==> config.mk <==
export PLATFORM = sky130hd
export DESIGN_NAME = jit_win_seq
export DESIGN_NICKNAME = d
export VERILOG_FILES = /design/src/rtl/jit_win_seq_pkg.sv /design/src/rtl/seq_offset_ctr.sv /design/src/rtl/seq_window_ctl.sv /design/src/rtl/seq_meas_ctr.sv /design/src/rtl/jit_win_seq.sv
export SDC_FILE = /design/constraint.sdc
export NUM_CORES = 1
export LEC_CHECK = 0
export ABC_AREA = 1
export BUFFER_PORTS_ARGS = -buffer_cell sky130_fd_sc_hd__buf_4
export CAP_MARGIN = 20
export CORE_MARGIN = 10
export CORE_UTILIZATION = 40
export CTS_CLUSTER_DIAMETER = 50
export DETAILED_ROUTE_END_ITERATION = 12
export GPL_TIMING_DRIVEN = 0
export MAX_ROUTING_LAYER = met4
export PLACE_DENSITY = 0.7
export SLEW_MARGIN = 20
export SYNTH_ARGS = -nofsm -noshare
export SYNTH_HDL_FRONTEND = slang
export SYNTH_HIERARCHICAL = 1
export SYNTH_SLANG_ARGS = --single-unit
==> constraint.sdc <==
create_clock -name clk -period 5.7 [get_ports clk]
set_input_delay 1.14 -clock clk [delete_from_list [all_inputs] [get_ports clk]]
set_output_delay 1.14 -clock clk [all_outputs]
set_load 0.005 [all_outputs]
==> src/rtl/jit_win_seq_pkg.sv <==
package jit_win_seq_pkg;

    typedef enum logic [1:0] {
        ST_IDLE = 2'd0,
        ST_RUN  = 2'd1,
        ST_DONE = 2'd2
    } seq_state_e;

    // true when offset lies in [lo, lo+len)
    function automatic logic slice_hit(input int unsigned off,
                                       input int unsigned lo,
                                       input int unsigned len);
        return (off >= lo) && (off < lo + len);
    endfunction

    // a window at start s fits when it ends strictly before the record's last UI
    function automatic logic window_fits(input int unsigned s,
                                         input int unsigned win,
                                         input int unsigned len);
        return (s + win) < len;
    endfunction

endpackage

==> src/rtl/seq_offset_ctr.sv <==
module seq_offset_ctr
    import jit_win_seq_pkg::*;
#(
    parameter int unsigned WIN_LEN   = 3500,
    parameter int unsigned SLICE_LEN = 250,
    localparam int unsigned OFF_W    = $clog2(WIN_LEN),
    localparam int unsigned SLICE_LO = (WIN_LEN - SLICE_LEN) / 2
) (
    input  logic             clk,
    input  logic             rst,
    input  logic             clr,
    input  logic             step_en,
    output logic [OFF_W-1:0] offset,
    output logic             win_last,
    output logic             in_slice
);

    localparam logic [OFF_W-1:0] LAST_OFF = OFF_W'(WIN_LEN - 1);

    always_ff @(posedge clk) begin
        if (rst || clr) begin
            offset <= '0;
        end else if (step_en) begin
            offset <= win_last ? '0 : offset + 1'b1;
        end
    end

    always_comb begin
        win_last = (offset == LAST_OFF);
        in_slice = slice_hit(32'(offset), SLICE_LO, SLICE_LEN);
    end

    AST_OFFSET_WRAP: assert property (@(posedge clk) disable iff (rst)
        (step_en && win_last && !clr) |=> (offset == '0));

    AST_OFFSET_STEP: assert property (@(posedge clk) disable iff (rst)
        (step_en && !win_last && !clr) |=> (offset == $past(offset) + 1'b1));

endmodule

==> src/rtl/seq_window_ctl.sv <==
module seq_window_ctl
    import jit_win_seq_pkg::*;
#(
    parameter int unsigned WIN_LEN = 3500,
    parameter int unsigned STEP    = 100,
    parameter int unsigned IDX_W   = 16
) (
    input  logic             clk,
    input  logic             rst,
    input  logic             start_ok,
    input  logic [IDX_W-1:0] rec_len,
    input  logic             win_done,
    output seq_state_e       state,
    output logic [IDX_W-1:0] win_start
);

    logic [IDX_W-1:0] rec_len_q;
    int unsigned      next_start;
    logic             next_fits;
    logic             first_fits;

    always_comb begin
        next_start = 32'(win_start) + STEP;
        next_fits  = window_fits(next_start, WIN_LEN, 32'(rec_len_q));
        first_fits = window_fits(0, WIN_LEN, 32'(rec_len));
    end

    always_ff @(posedge clk) begin
        if (rst) begin
            state     <= ST_IDLE;
            win_start <= '0;
            rec_len_q <= '0;
        end else if (start_ok) begin
            rec_len_q <= rec_len;
            win_start <= '0;
            state     <= first_fits ? ST_RUN : ST_DONE;
        end else if (win_done) begin
            if (next_fits) begin
                win_start <= next_start[IDX_W-1:0];
            end else begin
                state <= ST_DONE;
            end
        end
    end

    AST_WIN_ADVANCE: assert property (@(posedge clk) disable iff (rst)
        (win_done && !start_ok && state == ST_RUN) |=>
            (state == ST_DONE || 32'(win_start) == 32'($past(win_start)) + STEP));

    AST_WIN_FITS: assert property (@(posedge clk) disable iff (rst)
        (state == ST_RUN) |-> (32'(win_start) + WIN_LEN < 32'(rec_len_q)));

    AST_DONE_STICKY: assert property (@(posedge clk) disable iff (rst)
        (state == ST_DONE && !start_ok) |=> (state == ST_DONE));

    AST_LEN_KEPT: assert property (@(posedge clk) disable iff (rst)
        (state == ST_RUN && !start_ok) |=> $stable(rec_len_q));

endmodule

==> src/rtl/seq_meas_ctr.sv <==
module seq_meas_ctr #(
    parameter int unsigned CNT_W = 8
) (
    input  logic             clk,
    input  logic             rst,
    input  logic             clr,
    input  logic             inc,
    output logic [CNT_W-1:0] count
);

    always_ff @(posedge clk) begin
        if (rst || clr) begin
            count <= '0;
        end else if (inc) begin
            count <= count + 1'b1;
        end
    end

    AST_COUNT_STEP: assert property (@(posedge clk) disable iff (rst)
        (inc && !clr) |=> (count == CNT_W'($past(count) + 1'b1)));

    AST_COUNT_HOLD: assert property (@(posedge clk) disable iff (rst)
        (!inc && !clr) |=> $stable(count));

endmodule

==> src/rtl/jit_win_seq.sv <==
module jit_win_seq
    import jit_win_seq_pkg::*;
#(
    parameter int unsigned WIN_LEN   = 3500,
    parameter int unsigned SLICE_LEN = 250,
    parameter int unsigned STEP      = 100,
    parameter int unsigned IDX_W     = 16,
    parameter int unsigned CNT_W     = 8
) (
    input  logic             clk,
    input  logic             rst,
    input  logic             start,
    input  logic             ui_valid,
    input  logic [IDX_W-1:0] rec_len,
    output logic             rec_en,
    output logic             acc_en,
    output logic             win_done,
    output logic [IDX_W-1:0] ui_index,
    output logic [CNT_W-1:0] meas_count,
    output logic             all_done
);

    localparam int unsigned OFF_W = $clog2(WIN_LEN);

    seq_state_e       state;
    logic [IDX_W-1:0] win_start;
    logic [OFF_W-1:0] offset;
    logic             win_last;
    logic             in_slice;
    logic             start_ok;

    always_comb begin
        start_ok = start && (state != ST_RUN);
        rec_en   = (state == ST_RUN) && ui_valid;
        acc_en   = rec_en && in_slice;
        win_done = rec_en && win_last;
        ui_index = win_start + IDX_W'(offset);
        all_done = (state == ST_DONE);
    end

    seq_window_ctl #(
        .WIN_LEN (WIN_LEN),
        .STEP    (STEP),
        .IDX_W   (IDX_W)
    ) win_ctl_i (
        .clk       (clk),
        .rst       (rst),
        .start_ok  (start_ok),
        .rec_len   (rec_len),
        .win_done  (win_done),
        .state     (state),
        .win_start (win_start)
    );

    seq_offset_ctr #(
        .WIN_LEN   (WIN_LEN),
        .SLICE_LEN (SLICE_LEN)
    ) off_ctr_i (
        .clk      (clk),
        .rst      (rst),
        .clr      (start_ok),
        .step_en  (rec_en),
        .offset   (offset),
        .win_last (win_last),
        .in_slice (in_slice)
    );

    seq_meas_ctr #(
        .CNT_W (CNT_W)
    ) meas_ctr_i (
        .clk   (clk),
        .rst   (rst),
        .clr   (start_ok),
        .inc   (win_done),
        .count (meas_count)
    );

    AST_ACC_UNDER_REC: assert property (@(posedge clk) disable iff (rst)
        acc_en |-> rec_en);

    AST_INDEX_HOLD: assert property (@(posedge clk) disable iff (rst)
        (!rec_en && !start) |=> $stable(ui_index));

    AST_DONE_SINGLE: assert property (@(posedge clk) disable iff (rst)
        (win_done && !start) |=> !win_done);

    AST_IDLE_WHEN_DONE: assert property (@(posedge clk) disable iff (rst)
        all_done |-> !rec_en);

endmodule

Word-level counts from Yosys, hierarchy flattened
Cells that the tools add are included.
{"block": "totals", "ff_bits": 54, "in_bits": 20, "out_inout_bits": 28, "wordCells": 34}
{"block": "op_classes", "add_sub_neg": 5, "magnitude_cmp": 4, "eq_ne": 5, "n_mux": 5, "n_reduce_logical": 10}
{"op": "adder 32 x 12 -> 32 bit (second input constant)", "count": 1}
{"op": "< comparator 32 x 16 -> 1 bit", "count": 1}
{"op": "adder 16 x 7 -> 17 bit (second input constant)", "count": 1}
{"op": "adder 16 x 12 -> 16 bit", "count": 1}
{"op": "< comparator 12 x 16 -> 1 bit (first input constant)", "count": 1}
{"op": "adder 12 x 1 -> 12 bit (second input constant)", "count": 1}
{"op": "== test 12 bit (second input constant)", "count": 1}
{"op": ">= comparator 12 x 11 -> 1 bit (second input constant)", "count": 1}
{"op": "< comparator 12 x 11 -> 1 bit (second input constant)", "count": 1}
{"op": "two-way mux 12 bit", "count": 1}
{"op": "adder 8 x 1 -> 8 bit (second input constant)", "count": 1}
{"op": "two-way mux 2 bit", "count": 4}
{"op": "logical AND 1 bit", "count": 5}
{"op": "!= test 2 x 1 -> 1 bit (second input constant)", "count": 2}
{"op": "AND reduction 2 bit", "count": 2}
{"op": "== test 2 x 1 -> 1 bit (second input constant)", "count": 1}
{"op": "== test 2 bit (second input constant)", "count": 1}
{"op": "nonzero test 2 bit", "count": 1}
{"op": "OR reduction 2 bit", "count": 1}
{"op": "logical OR 1 bit", "count": 1}

Longest topological paths before layout
Gate-level depths: netlist of run 1.
{"block": "logic_depth", "word_depth": 6, "depth_mapped": 24, "mapped_depth_nobuf": 24}

By module
Netlist of run 1, hierarchy kept.
{"module": "seq_window_ctl", "instances": 1, "cells_each": 315, "area_per_inst_um2": 2175.8, "seq_area_each_um2": 640.6}
{"module": "jit_win_seq", "instances": 1, "cells_each": 173, "area_per_inst_um2": 870.8, "seq_area_each_um2": 0.0}
{"module": "seq_offset_ctr", "instances": 1, "cells_each": 112, "area_per_inst_um2": 732.0, "seq_area_each_um2": 240.2}
{"module": "seq_meas_ctr", "instances": 1, "cells_each": 50, "area_per_inst_um2": 377.9, "seq_area_each_um2": 160.2}

Worst setup path after synthesis of run 1
Ideal clock, no wire load.
{"block": "synth_path", "path_kind": "register to register", "start": "register win_ctl_i.win_start[2]", "end": "register win_ctl_i.win_start[13]", "setup_ns": 0.115, "t_arrival_ns": 3.194, "setup_slack_ns": 2.391, "path_stages_with_launch": 21, "n_path_buf": 1, "path_cell_list": "dfxtp_1 ha_1 o21ai_0 nand2_1 nand2_1 nand3_1 a21oi_1 inv_1 or2_1 nand2_1 xnor2_1 ha_1 nand2_1 nor2_1 a211oi_1 nand2_1 a21boi_0 nand4_4 buf_6 o21ai_1 nor2_1"}
{"block": "synth_between", "elab_chain_len": 4}
{"element": "from (decl)", "line_no": "seq_window_ctl.sv:14", "text": "output logic [IDX_W-1:0] win_start"}
{"element": "from (signal assigned)", "line_no": "seq_window_ctl.sv:39", "text": "win_start <= next_start[IDX_W-1:0];"}
{"element": "adder 16 x 7 -> 17 bit", "line_no": "seq_window_ctl.sv:23", "text": "next_start = 32'(win_start) + STEP;"}
{"element": "named net win_ctl_i.next_start[3]", "line_no": "seq_window_ctl.sv:18", "text": "int unsigned next_start;"}
{"element": "adder 32 x 12 -> 32 bit", "line_no": "jit_win_seq_pkg.sv:20", "text": "return (s + win) < len;"}
{"element": "< comparator 32 x 16 -> 1 bit", "line_no": "jit_win_seq_pkg.sv:20"}
{"element": "AND reduction 2 bit (no source line)"}
The timed path passes the listed nets, and every way through them passes these cells.
A chain may end at the register's enable or synchronous reset.

Worst setup path after layout of run 1
{"block": "layout_path", "start": "register win_ctl_i.win_start[2]", "end": "register win_ctl_i.win_start[13]"}
{"block": "layout_between", "elab_chain_len": 4}
{"element": "adder 16 x 7 -> 17 bit (*)", "line_no": "seq_window_ctl.sv:23"}
{"element": "adder 32 x 12 -> 32 bit", "line_no": "jit_win_seq_pkg.sv:20"}
{"element": "< comparator 32 x 16 -> 1 bit", "line_no": "jit_win_seq_pkg.sv:20"}
{"element": "AND reduction 2 bit (no source line)"}
Every way passes the cells marked *; elsewhere a longest branch is shown, timed or not.

==> results.py, run 1 <==
metrics = {
    "timing": {
        "layout_setup_ws_ns": 1.86,
        "finalSetupTns_ns": 0,
        "fin_crit_sh_pct": 67.4,
        "clock_skew_ns": 0.0145,
        "grt_setup_unrepaired": "no",
        "tightestPinTransition_ns": 0.507,
        "holdWs_ns": 0.464,
        "maxSlewViolCount": 0,
        "relSlewSlack_pct": 66.1,
        "timing.fmax_mhz": 260,
        "min_period_ns": 3.84,
        "finalSetupViolations": 0,
        "hold_viol_final": 0,
    },
    "clocking": {
        "cts_tree": "yes",
        "numCtsBuffers": 5,
        "path_clk_slew_ns": 0.09,
        "clk_latency_ns": 0.32,
        "htree_levels": 2,
        "clockBufferDepth": 2,
        "cts_sinks": 52,
        "cts_setup_buffers": 0,
        "cts_resized": 0,
        "cts-root-buf": "clkbuf_8",
        "cts-hold-fix-buffers": 0,
    },
    "final_layout": {
        "final_layout_size_suffix_gt1_share_pct": 13.5,
        "area_delta_synth_final_pct": 15.2,
        "nets": 758,
        "antenna_cells": 0,
        "fillers": 1056,
        "stdcell_count": 841,
        "regArea_um2": 1040,
        "multiInputGateArea_um2": 2650,
    },
    "route": {
        "vias_per_cell": 4.77,
        "wl_mm": 9.70,
        "antenna_left": 0,
        "wl_per_cell_um": 11.5,
        "drt-initial-drc-count": 191,
        "drt-pass1-iter-count": 4,
        "drc": 0,
        "vias": 4015,
    },
    "die": {
        "dieArea_um2": 14900,
        "io_pins": 48,
        "start_util_pct": 40.6,
        "rows": 37,
        "fp.dieH_um": 122,
        "die_x_um": 122,
        "core-area_um2": 10200,
    },
    "worst_hold_path": {
        "hold_path.class": "flip-flop to flip-flop",
        "whs_path_depth": 2,
        "min_from": "win_ctl_i/rec_len_q[0]",
        "min_to": "win_ctl_i/rec_len_q[0]",
    },
    "synthesis": {
        "netlist_area_um2": 4160,
        "synth_seq_cells": 52,
        "async_flop_share_pct": 0,
        "avgSynthCellArea_um2": 6.39,
        "yosys-top-cells-count": "171 x nand2_1, 104 x inv_1, 70 x nor2_1",
        "syn_inst": 650,
        "synth_cell_types": 44,
        "ys_warn_count": 6,
        "synth.area.top_cells": "dfxtp_1 25%, nand2_1 15%, inv_1 9.4%",
        "yosysTopAreaCell": "dfxtp_1",
        "ys_seq_area_share_pct": 25.0,
        "synth_top_area_share_pct": 25.0,
        "synth-edff-count": 0,
        "synth.most_common_cell": "nand2_1",
        "synth_flop_cell": "dfxtp_1",
    },
    "setup_path": {
        "end_kind": "flip-flop",
        "rr_endpoint": "win_ctl_i/win_start[13]",
        "cp_slowest_cell": "dfxtp_1",
        "worstPathArrival_ns": 4.05,
        "crit_path_frequent_cell": "nand2_1",
        "cpPeakStageDelay_ns": 0.57,
        "path_cells": "ha_1 > nand2_1 > inv_1 > nor2_1 > o21ai_0 > nand2_1 > nand2_1 > nand3_1 > a21oi_1 > inv_1 > or2_1 > nand2_1 > xnor2_1 > ha_1 > nand2_1 > nor2_1 > a211oi_1 > nand2_1 > a21boi_0 > nand4_4 > buf_6 > o21ai_1 > nor2_1",
        "required_ns": 5.91,
        "r2r_start": "win_ctl_i/win_start[2]",
        "critPathLaunchType": "flip-flop",
        "crit_start": "win_ctl_i/win_start[2]",
        "rr_worst_depth": 23,
        "regToRegSetupSlack_ns": 1.86,
        "critical_path_class": "flip-flop to flip-flop",
        "crit_fanout": 10,
    },
    "run_status": {
        "status": "completed",
    },
    "power_and_ir_drop": {
        "vdd_ir_drop_max_mv": 0.114,
        "p_leak_uw": 0.00237,
        "p_per_area_nw_per_um2": 149,
        "power_uw": 713,
    },
    "job": {
        "maxCapViolCount": 0,
    },
    "placement": {
        "placed_cells": 834,
        "dp_slack_ns": 1.88,
        "io_buffer_count": 47,
        "dp_hpwl_mm": 7.93,
        "gp_congestion": 0.898,
    },
    "global_routing": {
        "antenna_found_initial": 0,
        "grt_max_degree": 15,
        "grt_pass1_vias": 3731,
        "grtUsageTotal_pct": 13.7,
        "gr-total-overflow": 0,
        "grt_pass1_wl_mm": 16.6,
    },
}
final cells by class:
type,count,area share (%)
clock inverters,1,0.627
inverters,107,8.39
flip-flops and latches,52,21.7
multi-input cells,480,55.3
repair buffers,48,7.52
clock buffers,5,1.44
plain buffers,12,1.46
well taps,136,3.55
per-layer routing:
layer	global-route usage, %	share of wire, %
met5	-	0
met4	4.25	1.4
met3	2.68	4.5
met2	22.6	46
met1	16.4	48
how the worst max path moves through the flow:
stage / slack, ns / to / cells after the start
floorplan: 2.39 / win_ctl_i/win_start[13] / 20
global placement: 1.96 / win_ctl_i/win_start[13] / 23
detailed placement: 1.88 / win_ctl_i/win_start[13] / 23
CTS: 1.84 / win_ctl_i/win_start[13] / 23
global route: 1.52 / win_ctl_i/win_start[15] / 24
finish: 1.86 / win_ctl_i/win_start[13] / 23
logic make-up after synthesis:
group	Yosys count	share of synthesized area [%]
other cells	1	0.0902
flops	52	25.0
mux	1	0.241
simple gates	332	36.2
fa+ha+maj	32	9.81
buf+inv	119	11.3
xor+xnor	26	6.29
compound gates	87	11.0
state kept, by name (all words and copies together), names as in the netlist:
name	count
meas_ctr_i/count	8
off_ctr_i/offset	12
win_ctl_i/rec_len_q	16
win_ctl_i/win_start	14
win_ctl_i/state	2
layout by cell type (no fill, tap or decap), types with 2 or more instances in the layout:
| cell type | instances |
|---|---|
| nand3_1 | 32 |
| nand3_2 | 6 |
| buf_6 | 2 |
| nand2_1 | 171 |
| nor2_1 | 70 |
| o211ai_1 | 3 |
| buf_4 | 50 |
| nand3b_1 | 3 |
| nand2_2 | 11 |
| nor3_1 | 11 |
| nor3_2 | 2 |
| ha_1 | 31 |
| xnor2_1 | 10 |
| dfxtp_1 | 52 |
| nor2_2 | 3 |
| a21oi_1 | 49 |
| inv_2 | 2 |
| or2_1 | 4 |
| clkbuf_1 | 6 |
| nand4_1 | 8 |
| clkbuf_8 | 5 |
| conb_1 | 2 |
| inv_1 | 104 |
| o21ai_1 | 2 |
| xor2_1 | 13 |
| o21ai_0 | 28 |
| a21boi_0 | 2 |
| nor2_4 | 4 |
| buf_2 | 2 |
report_power, final:
group          internal, uW  switching, uW
registers               374           4.04
logic                  36.7           53.7
clock network           126            118
critical path, delay by kind of cell (launching register included):
kind / cells / cell delay (ns)
buf+inv: 3 / 0.35
xor+xnor: 1 / 0.16
fa+ha+maj: 2 / 0.57
flops: 1 / 0.57
simple gates: 12 / 1.23
compound gates: 5 / 0.86
metrics by stage:
| step | cell area (um^2) | utilization (%) |
|---|---|---|
| global route | 4790 | 46.8 |
| CTS | 4780 | 46.7 |
| floorplan | 4160 | - |
| global placement | 4680 | 45.8 |
| finish | 4790 | 46.8 |
| detailed placement | 4680 | 45.8 |
No activity file was read; power rests on OpenSTA's default activity.
==> inputs of run 2 (changes only) <==
==> constraint.sdc (replaced) <==
create_clock -name clk -period 3.8 [get_ports clk]
set_input_delay 0.76 -clock clk [delete_from_list [all_inputs] [get_ports clk]]
set_output_delay 0.76 -clock clk [all_outputs]
set_load 0.005 [all_outputs]
==> run 2 against run 1 <==
Net effect:
- non-clock buffer count rose by 1
- highest routed layer unchanged
- combinational power rose by 52%
- worst hold slack barely moved
==> results.py, run 2 (same netlist as run 1, synthesis figures left out) <==
metrics = {
    "timing": {
        "timing.fmax_mhz": 288,
        "grt_setup_unrepaired": "no",
        "maxSlewViolCount": 0,
        "finalSetupViolations": 0,
        "min_period_ns": 3.47,
        "fin_crit_sh_pct": 91.3,
        "holdWs_ns": 0.464,
        "clock_skew_ns": 0.0152,
        "layout_setup_ws_ns": 0.331,
        "hold_viol_final": 0,
    },
    "clocking": {
        "clk_latency_ns": 0.31,
        "clockBufferDepth": 2,
        "cts-root-buf": "clkbuf_8",
        "cts_tree": "yes",
        "path_clk_slew_ns": 0.09,
        "htree_levels": 2,
        "numCtsBuffers": 5,
        "cts_sinks": 52,
    },
    "setup_path": {
        "cp.buffers_inverters": 3,
        "cp_slowest_cell": "dfxtp_4",
        "crit_path_frequent_cell": "nand2_1",
        "cp_num_cells": 22,
        "required_ns": 4.01,
        "crit_family": "simple AND/OR/NAND/NOR gates",
        "critical_path_class": "flip-flop to flip-flop",
        "path_cells": "ha_1 > nand2_1 > inv_1 > o21ai_0 > nand2_1 > nand2_1 > nand3_1 > a21oi_1 > inv_1 > or2_1 > nand2_1 > xnor2_1 > ha_1 > nand2_1 > nor2_1 > a211oi_1 > nand2_1 > a21boi_2 > nand4_4 > buf_6 > o21ai_1 > nor2_1",
        "end_kind": "flip-flop",
        "regToRegSetupSlack_ns": 0.33,
        "r2r_start": "win_ctl_i/win_start[2]",
        "rr_worst_depth": 22,
        "worstPathArrival_ns": 3.68,
        "crit_fanout": 10,
        "crit_start": "win_ctl_i/win_start[2]",
        "critPathLaunchType": "flip-flop",
        "cpPeakStageDelay_ns": 0.39,
    },
    "die": {
        "rows": 37,
        "die_x_um": 122,
        "io_pins": 48,
        "dieArea_um2": 14900,
        "start_util_pct": 40.6,
        "core-area_um2": 10200,
        "fp.dieH_um": 122,
    },
    "global_routing": {
        "grt_pass1_wl_mm": 16.6,
        "gr-total-overflow": 0,
        "grt_max_degree": 15,
        "grt_pass1_vias": 3731,
        "grtUsageTotal_pct": 13.7,
        "antenna_found_initial": 0,
    },
    "worst_hold_path": {
        "hold_path.class": "flip-flop to flip-flop",
        "whs_path_depth": 2,
        "min_from": "win_ctl_i/rec_len_q[0]",
    },
    "route": {
        "drt-initial-drc-count": 203,
        "drc": 0,
        "wl_per_cell_um": 11.5,
        "wl_mm": 9.70,
        "vias_per_cell": 4.79,
        "antenna_left": 0,
        "vias": 4031,
        "drt-pass1-iter-count": 4,
    },
    "placement": {
        "gp_congestion": 0.898,
        "dp_hpwl_mm": 7.93,
        "dpl-instance-area_um2": 4680,
        "io_buffer_count": 47,
        "dp_slack_ns": -0.0200,
        "placed_cells": 834,
    },
    "power_and_ir_drop": {
        "p_per_area_nw_per_um2": 222,
        "vdd_ir_drop_max_mv": 0.164,
        "p_leak_uw": 0.00237,
    },
    "job": {
        "maxCapViolCount": 0,
    },
    "final_layout": {
        "fillers": 1054,
        "fin_util_pct": 47.0,
        "antenna_cells": 0,
        "nets": 759,
        "multiInputGateArea_um2": 2650,
        "area_delta_synth_final_pct": 15.6,
        "mostFrequentLayoutCells": "171 x nand2_1, 104 x inv_1, 70 x nor2_1",
        "final_area_um2": 4810,
        "largestRegisters": "win_ctl_i/rec_len_q x16, win_ctl_i/win_start x14, off_ctr_i/offset x12",
        "largest_reg_flops": 16,
        "stdcell_count": 842,
        "largest_register": "win_ctl_i/rec_len_q",
        "regArea_um2": 1050,
        "final_layout_size_suffix_gt1_share_pct": 14.0,
        "final_common_cell": "nand2_1",
    },
    "run_status": {
        "status": "completed",
    },
}
## run 2: changes by cell type in the layout (fill, tap and decap cells not counted), sizes merged
| cell | delta |
|---|---|
| buf | +1 |
## run 2: per-stage QoR
step	power [uW]	setup TNS, ns
floorplan	668	0
global placement	710	0
detailed placement	715	-0.0334
CTS	1090	0
global route	1120	0
finish	1070	0
## run 2: power breakdown
part	total [uW]	switching, uW	internal (uW)
clock network	365	176	189
logic	137	81.3	55.7
registers	567	6.05	561
## run 2: per-layer routing
metal	wire length [um]	vias to the layer above	GRT usage (%)	share of wire, %
met4	96	0	4.25	0.99
met2	4480	85	22.6	46
met5	0	-	-	0
met1	4680	1785	16.4	48
li1	-	2153	-	-
met3	434	8	2.68	4.5
## run 2: layout make-up
type / instances / share of cell area, %
Buffer: 12 / 1.46
Clock buffer: 5 / 1.43
Clock inverter: 1 / 0.625
Inverter: 107 / 8.36
Multi-Input combinational cell: 480 / 55.2
Sequential cell: 52 / 21.8
Tap cell: 136 / 3.54
Timing Repair Buffer: 49 / 7.65
## run 2: path summary, 6_finish.rpt
| kind | to |
|---|---|
| max | win_ctl_i/win_start[13] |
| min reg2reg | win_ctl_i/rec_len_q[0] |
| min | win_ctl_i/rec_len_q[0] |
| max reg2reg | win_ctl_i/win_start[13] |
## run 2: tightest hold or removal path: cells and delay by family (launching register included)
family	cells	cell delay [ns]
buffers and inverters	1	0.06
flip-flops	1	0.30
AO/OA/AOI/OAI	1	0.06
## run 2: what timing repair did
item	CTS	global route
buffers inserted	0	1
pin swaps	0	1
resized for setup	1	4
hold buffers	0	0
setup endpoints to repair	6	12
